**config.mk**
```make
export PLATFORM = sky130hd
export DESIGN_NAME = gather_unit
export DESIGN_NICKNAME = d
export VERILOG_FILES = /design/src/rtl/gather_pkg.sv /design/src/rtl/gather_datapath.sv /design/src/rtl/gather_ctrl.sv /design/src/rtl/gather_unit.sv
export SDC_FILE = /design/constraint.sdc
export NUM_CORES = 1
export LEC_CHECK = 0
export BUFFER_PORTS_ARGS = -buffer_cell sky130_fd_sc_hd__clkbuf_2
export CORE_AREA = 2 2 295 297
export DETAILED_ROUTE_END_ITERATION = 6
export DIE_AREA = 0 0 297 299
export SLEW_MARGIN = 20
export SYNTH_ARGS = -nofsm -noshare
export SYNTH_HDL_FRONTEND = slang
export SYNTH_SLANG_ARGS = --single-unit
```
**constraint.sdc**
```tcl
create_clock -name clk -period 10.83 [get_ports clk]
set_input_delay 0.5415 -clock clk [delete_from_list [all_inputs] [get_ports clk]]
set_output_delay 0.5415 -clock clk [all_outputs]
set_load 0.1 [all_outputs]
```
**src/rtl/gather_pkg.sv**
```systemverilog
package gather_pkg;
  typedef enum logic [1:0] {
    ST_IDLE = 2'd0,
    ST_REQ  = 2'd1,
    ST_WAIT = 2'd2
  } gatherState_t;

  typedef struct packed {
    logic load;
    logic commit;
  } gatherStrb_t;
endpackage

```
**src/rtl/gather_datapath.sv**
```systemverilog
module gather_datapath
  import gather_pkg::*;
#(
  parameter int LANES  = 8,
  parameter int IDX_W  = 16,
  parameter int ADDR_W = 32,
  parameter int DATA_W = 32,
  localparam int LANE_W = $clog2(LANES),
  localparam int ELEM_BYTES = DATA_W / 8
) (
  input  logic                     clk,
  input  logic                     rstN,
  input  gatherStrb_t              strb,
  input  logic [ADDR_W-1:0]        baseAddr,
  input  logic [LANES*IDX_W-1:0]   idxVec,
  input  logic [LANES-1:0]         maskIn,
  input  logic [LANES*DATA_W-1:0]  dstIn,
  input  logic [DATA_W-1:0]        memRespData,
  output logic [LANES-1:0]         maskQ,
  output logic [LANES*DATA_W-1:0]  resultQ,
  output logic [LANE_W-1:0]        pendLane,
  output logic                     lastPend,
  output logic [ADDR_W-1:0]        reqAddr
);
  logic [LANES*IDX_W-1:0] idxQ;
  logic [ADDR_W-1:0]      baseQ;
  logic [IDX_W-1:0]       curIdx;

  always_ff @(posedge clk or negedge rstN) begin
    if (!rstN) begin
      idxQ  <= '0;
      baseQ <= '0;
    end else if (strb.load) begin
      idxQ  <= idxVec;
      baseQ <= baseAddr;
    end
  end

  // lowest pending lane wins
  always_comb begin
    pendLane = '0;
    for (int i = LANES - 1; i >= 0; i--) begin
      if (maskQ[i]) pendLane = LANE_W'(i);
    end
  end

  assign lastPend = (maskQ & (maskQ - LANES'(1))) == '0;
  assign curIdx   = idxQ[pendLane*IDX_W +: IDX_W];
  assign reqAddr  = baseQ + ADDR_W'(curIdx) * ADDR_W'(ELEM_BYTES);

  for (genvar g = 0; g < LANES; g++) begin : gLane
    always_ff @(posedge clk or negedge rstN) begin
      if (!rstN) begin
        maskQ[g] <= 1'b0;
        resultQ[g*DATA_W +: DATA_W] <= '0;
      end else if (strb.load) begin
        maskQ[g] <= maskIn[g];
        resultQ[g*DATA_W +: DATA_W] <= dstIn[g*DATA_W +: DATA_W];
      end else if (strb.commit && pendLane == LANE_W'(g)) begin
        maskQ[g] <= 1'b0;
        resultQ[g*DATA_W +: DATA_W] <= memRespData;
      end
    end
  end

  // each completed lane removes exactly one pending bit
  assert_commit_shrinks_R5: assert property (@(posedge clk) disable iff (!rstN)
    (strb.commit && !strb.load) |=> $countones(maskQ) == $countones($past(maskQ)) - 1);
endmodule

```
**src/rtl/gather_ctrl.sv**
```systemverilog
module gather_ctrl
  import gather_pkg::*;
#(
  parameter int LANES = 8,
  localparam int LANE_W = $clog2(LANES)
) (
  input  logic              clk,
  input  logic              rstN,
  input  logic              start,
  input  logic              startEmpty,
  input  logic              abortReq,
  input  logic              memRespValid,
  input  logic              memRespFault,
  input  logic              lastPend,
  input  logic [LANE_W-1:0] pendLane,
  output gatherStrb_t       strb,
  output logic              memReqValid,
  output logic              busy,
  output logic              done,
  output logic              faultValid,
  output logic [LANE_W-1:0] faultLane
);
  gatherState_t state;

  always_comb begin
    strb.load   = (state == ST_IDLE) && start;
    strb.commit = (state == ST_WAIT) && memRespValid && !memRespFault;
  end

  assign memReqValid = (state == ST_REQ) && !abortReq;
  assign busy        = (state != ST_IDLE);

  always_ff @(posedge clk or negedge rstN) begin
    if (!rstN) begin
      state      <= ST_IDLE;
      done       <= 1'b0;
      faultValid <= 1'b0;
      faultLane  <= '0;
    end else begin
      done       <= 1'b0;
      faultValid <= 1'b0;
      case (state)
        ST_IDLE: if (start) begin
          if (startEmpty) done <= 1'b1;
          else            state <= ST_REQ;
        end
        ST_REQ: state <= abortReq ? ST_IDLE : ST_WAIT;
        ST_WAIT: if (memRespValid) begin
          if (memRespFault) begin
            faultValid <= 1'b1;
            faultLane  <= pendLane;
            state      <= ST_IDLE;
          end else if (lastPend) begin
            done  <= 1'b1;
            state <= ST_IDLE;
          end else begin
            state <= ST_REQ;
          end
        end
        default: state <= ST_IDLE;
      endcase
    end
  end

  // a fault always leaves the unit idle
  assert_fault_idle_R6: assert property (@(posedge clk) disable iff (!rstN)
    faultValid |-> !busy);
  // abort in the request slot prevents any request and ends the run
  assert_abort_stops_R8: assert property (@(posedge clk) disable iff (!rstN)
    (state == ST_REQ && abortReq) |=> !busy && !done);
endmodule

```
**src/rtl/gather_unit.sv**
```systemverilog
module gather_unit
  import gather_pkg::*;
#(
  parameter int LANES  = 8,
  parameter int IDX_W  = 16,
  parameter int ADDR_W = 32,
  parameter int DATA_W = 32,
  localparam int LANE_W = $clog2(LANES)
) (
  input  logic                    clk,
  input  logic                    rstN,
  input  logic                    start,
  input  logic                    abortReq,
  input  logic [ADDR_W-1:0]       baseAddr,
  input  logic [LANES*IDX_W-1:0]  idxVec,
  input  logic [LANES-1:0]        maskIn,
  input  logic [LANES*DATA_W-1:0] dstIn,
  output logic                    memReqValid,
  output logic [ADDR_W-1:0]       memReqAddr,
  input  logic                    memRespValid,
  input  logic                    memRespFault,
  input  logic [DATA_W-1:0]       memRespData,
  output logic                    busy,
  output logic                    done,
  output logic                    faultValid,
  output logic [LANE_W-1:0]       faultLane,
  output logic [LANES-1:0]        maskOut,
  output logic [LANES*DATA_W-1:0] resultOut
);
  gatherStrb_t       strb;
  logic [LANE_W-1:0] pendLane;
  logic              lastPend;

  gather_ctrl #(.LANES(LANES)) u_ctrl (
    .clk(clk), .rstN(rstN), .start(start), .startEmpty(maskIn == '0),
    .abortReq(abortReq), .memRespValid(memRespValid), .memRespFault(memRespFault),
    .lastPend(lastPend), .pendLane(pendLane), .strb(strb),
    .memReqValid(memReqValid), .busy(busy), .done(done),
    .faultValid(faultValid), .faultLane(faultLane)
  );

  gather_datapath #(.LANES(LANES), .IDX_W(IDX_W), .ADDR_W(ADDR_W), .DATA_W(DATA_W)) u_dp (
    .clk(clk), .rstN(rstN), .strb(strb), .baseAddr(baseAddr), .idxVec(idxVec),
    .maskIn(maskIn), .dstIn(dstIn), .memRespData(memRespData), .maskQ(maskOut),
    .resultQ(resultOut), .pendLane(pendLane), .lastPend(lastPend), .reqAddr(memReqAddr)
  );

  assert_fault_lowest_R6: assert property (@(posedge clk) disable iff (!rstN)
    faultValid |-> maskOut[faultLane] &&
                   ((maskOut & ((LANES'(1) << faultLane) - LANES'(1))) == '0));
  assert_done_empty_R9: assert property (@(posedge clk) disable iff (!rstN)
    done |-> maskOut == '0);
  assert_req_busy_R3: assert property (@(posedge clk) disable iff (!rstN)
    memReqValid |-> busy && maskOut != '0);
  assert_no_regrow_R7: assert property (@(posedge clk) disable iff (!rstN)
    (busy && $past(busy)) |-> (maskOut & ~$past(maskOut)) == '0);
  assert_empty_start_R10: assert property (@(posedge clk) disable iff (!rstN)
    (start && !busy && maskIn == '0) |=> done && !busy && !memReqValid);
endmodule

```
==> results.ini <==
[job]
maxCapViolCount=0

[worst_setup_path]
worstSetupStartpointType=flip-flop
crit_fanout=15
worstSetupPathType=flip-flop to output port
cp.required_ns=10.29
reg2regPathDepth=6
crit_arrival_ns=6.08
endpoint_kind=output port
rrSetupSlack_ns=7.20
r2r_start=u_ctrl.state[1]$_DFFE_PN0P_
r2r-end=u_dp.resultQ[51]$_DFFE_PN0P_

[place]
dp_hpwl_mm=75.8
dp_slack_ns=4.94
io_buffers=764
routabilityCongestion=0.935
dpl_cell_area_um2=24800

[final_layout]
final_area_um2=26600
layout-drive-gt1-share=0.301
layout.nets=3479
final_common_cell=clkbuf_2
area_growth_pct=32.9
final_util=0.310
final_cell_mix=763 x clkbuf_2, 637 x nand2_1, 431 x dfrtp_1

[yosys]
syn_area_per_cell_um2=8.55
yosysWarnings=0
synth-edff-count=0
ys_ff_latch=431
syn_area_um2=20000
netlist-cell-type-count=73
synthFlopType=dfrtp_1
yosysTopAreaCell=dfrtp_1
synth.net_count=2821
synth_area_leaders=dfrtp_1 54%, nand2_1 12%, a21oi_1 10%, o21ai_0 3.7%, nor2_1 3.2%
synth_top_area_share=0.539
async_flop_share=1.00
synth_seq_area_share=0.539
synthCells=2342

[global_routing]
grt_max_degree=143
grt_usage=0.215
gr-total-overflow=0
grt_pass1_wl_mm=139
antenna_found_initial=15
grt_pass1_vias=19000

[drt]
via_per_inst=4.74
drtIter0Drc=1651
wl_per_cell_um=23.5
drtAntennaViolNets=0
drcViolationCount=0
wl_mm=99.0
num_vias=19900
firstDrtPassIters=5

[sta]
maxSlewViolCount=0
setup_viol_count_final=0
min_period_ns=6.62
fmax_mhz=151
worst_slew_pin_slew_ns=1.09
fin_setup_tns_ns=0
finClkSkew_ns=0.0179
setup_ws_ns=4.21
relSlewSlack=0.270
finalHoldViolCount=0
period_share=0.611
rsz0062_at_grt=false

[floorplanning]
die_w_um=297
coreArea_um2=85900
fp-row-count=108
start_util=0.233
die_area_um2=88800
die_y_um=299
io_pins=765

[hold_path]
min_delay_path_depth=3
whs_endpoint=u_dp.idxQ[84]$_DFFE_PN0P_
hold_class=primary input to flip-flop
hp-start=idxVec[84]

[clock_network]
htreeDepth=2
post_cts_resized=0
clk_pin_slew_ns=0.06
clk_latency_ns=0.60
cts_root_buffer=clkbuf_16
postCtsSetupBuffers=0
cts_buffers=52
cts_tree=built
clock-sinks=431
clock_path_buffers=3

[run_status]
status=complete, no violations

synth_stat cells (3+ instances only):
master / instances
a311oi_1: 8
buf_4: 13
and2_1: 21
or3_1: 5
a31oi_1: 5
ha_1: 16
a221oi_1: 14
a2111oi_0: 4
mux2i_1: 18
nand2b_1: 5
xor2_1: 4
inv_1: 30
xnor2_1: 14
and2_0: 17
o21a_1: 3
buf_6: 5
nand3_1: 15
a22oi_1: 7
a22o_1: 5
or4b_1: 3
or4_1: 6
buf_1: 42
or2_2: 13
o21ai_1: 41
o211ai_1: 5
o221ai_1: 4
nand4_1: 17
buf_2: 29
a21oi_1: 404
o21ai_0: 149
and3_1: 5
a21o_1: 7
o22ai_1: 3
nor2_1: 170
nand2_1: 638
dfrtp_1: 431
or3b_2: 4
nor3_1: 17
nor4_1: 9
clkbuf_1: 98
what timing repair did:
item / CTS / global route
endpoints found under the hold margin: 83 / 0
hold buffers: 1 / 0
endpoints found under the setup margin: 0 / 0
layer usage:
layer / track usage / part of all wire
met5: 0 / 0.0010
met4: 0.119 / 0.063
met3: 0.0506 / 0.075
met2: 0.347 / 0.46
met1: 0.265 / 0.40
critical path, stage by stage, from the launching register on:
cell      delay [ns]
dfrtp_1         0.56
nor2_2          0.23
a211oi_2        0.74
nor2_1          0.43
a311oi_1        0.30
o21ai_0         0.24
nand3_1         0.16
ha_1            0.17
inv_1           0.06
fa_1            0.41
nand2b_1        0.18
a21oi_1         0.26
o21ai_0         0.21
a31oi_1         0.65
nand4_1         0.22
xnor2_1         0.18
clkbuf_2        0.48
per-stage QoR:
stage | hold WS, ns | instances
floorplan | 0.246 | 2342
global route | 0.111 | 4199
finish | 0.130 | 4202
global placement | 0.459 | 4100
CTS | 0.0834 | 4198
detailed placement | 0.461 | 4100
state kept, by name (all words and copies together) (netlist names):
| name | count |
|---|---|
| u_dp.baseQ | 32 |
| u_ctrl.faultValid | 1 |
| u_dp.resultQ | 256 |
| u_ctrl.faultLane | 3 |
| u_ctrl.done | 1 |
| u_ctrl.state | 2 |
| u_dp.idxQ | 128 |
| u_dp.maskQ | 8 |
cell families (layout without fill, tap and decap cells):
family	after synthesis	count (layout)	share of synthesized area
xor gates and xnor gates	18	18	0.00788
DFF	431	431	0.539
buffers and inverters	217	918	0.0468
other	0	4	0
adders and majority gates	17	17	0.0110
muxes	19	19	0.00956
AOI/OAI and AO/OA	682	682	0.186
and+or+nand+nor	958	958	0.200
layout make-up:
cell class                 count  area, um2
inverter                      30        113
sequential                   431      10800
timing repair buffer         791       4060
clock inverter                28        338
clock buffer                  69       1440
fill                        9230      59300
tap                         1155       1450
multi-input combinational   1694       8410
antenna                        4       10.0
worst max-delay path by stage:
stage / startpoint / to / slack (ns) / cells after the start
2_1_floorplan: u_dp.maskQ[6]$_DFFE_PN0P_ / memReqAddr[12] / 3.04 / 14
3_3_place_gp: u_dp.maskQ[5]$_DFFE_PN0P_ / memReqAddr[28] / 5.02 / 16
3_5_place_dp: u_dp.maskQ[5]$_DFFE_PN0P_ / memReqAddr[28] / 4.94 / 16
4_1_cts: u_dp.maskQ[5]$_DFFE_PN0P_ / memReqAddr[26] / 4.25 / 16
5_1_grt: u_dp.maskQ[5]$_DFFE_PN0P_ / memReqAddr[30] / 3.78 / 16
6_report: u_dp.maskQ[5]$_DFFE_PN0P_ / memReqAddr[28] / 4.21 / 16
Power is not shown: default switching activity piles up to over one toggle a cycle in this logic, so the estimate is an artifact.
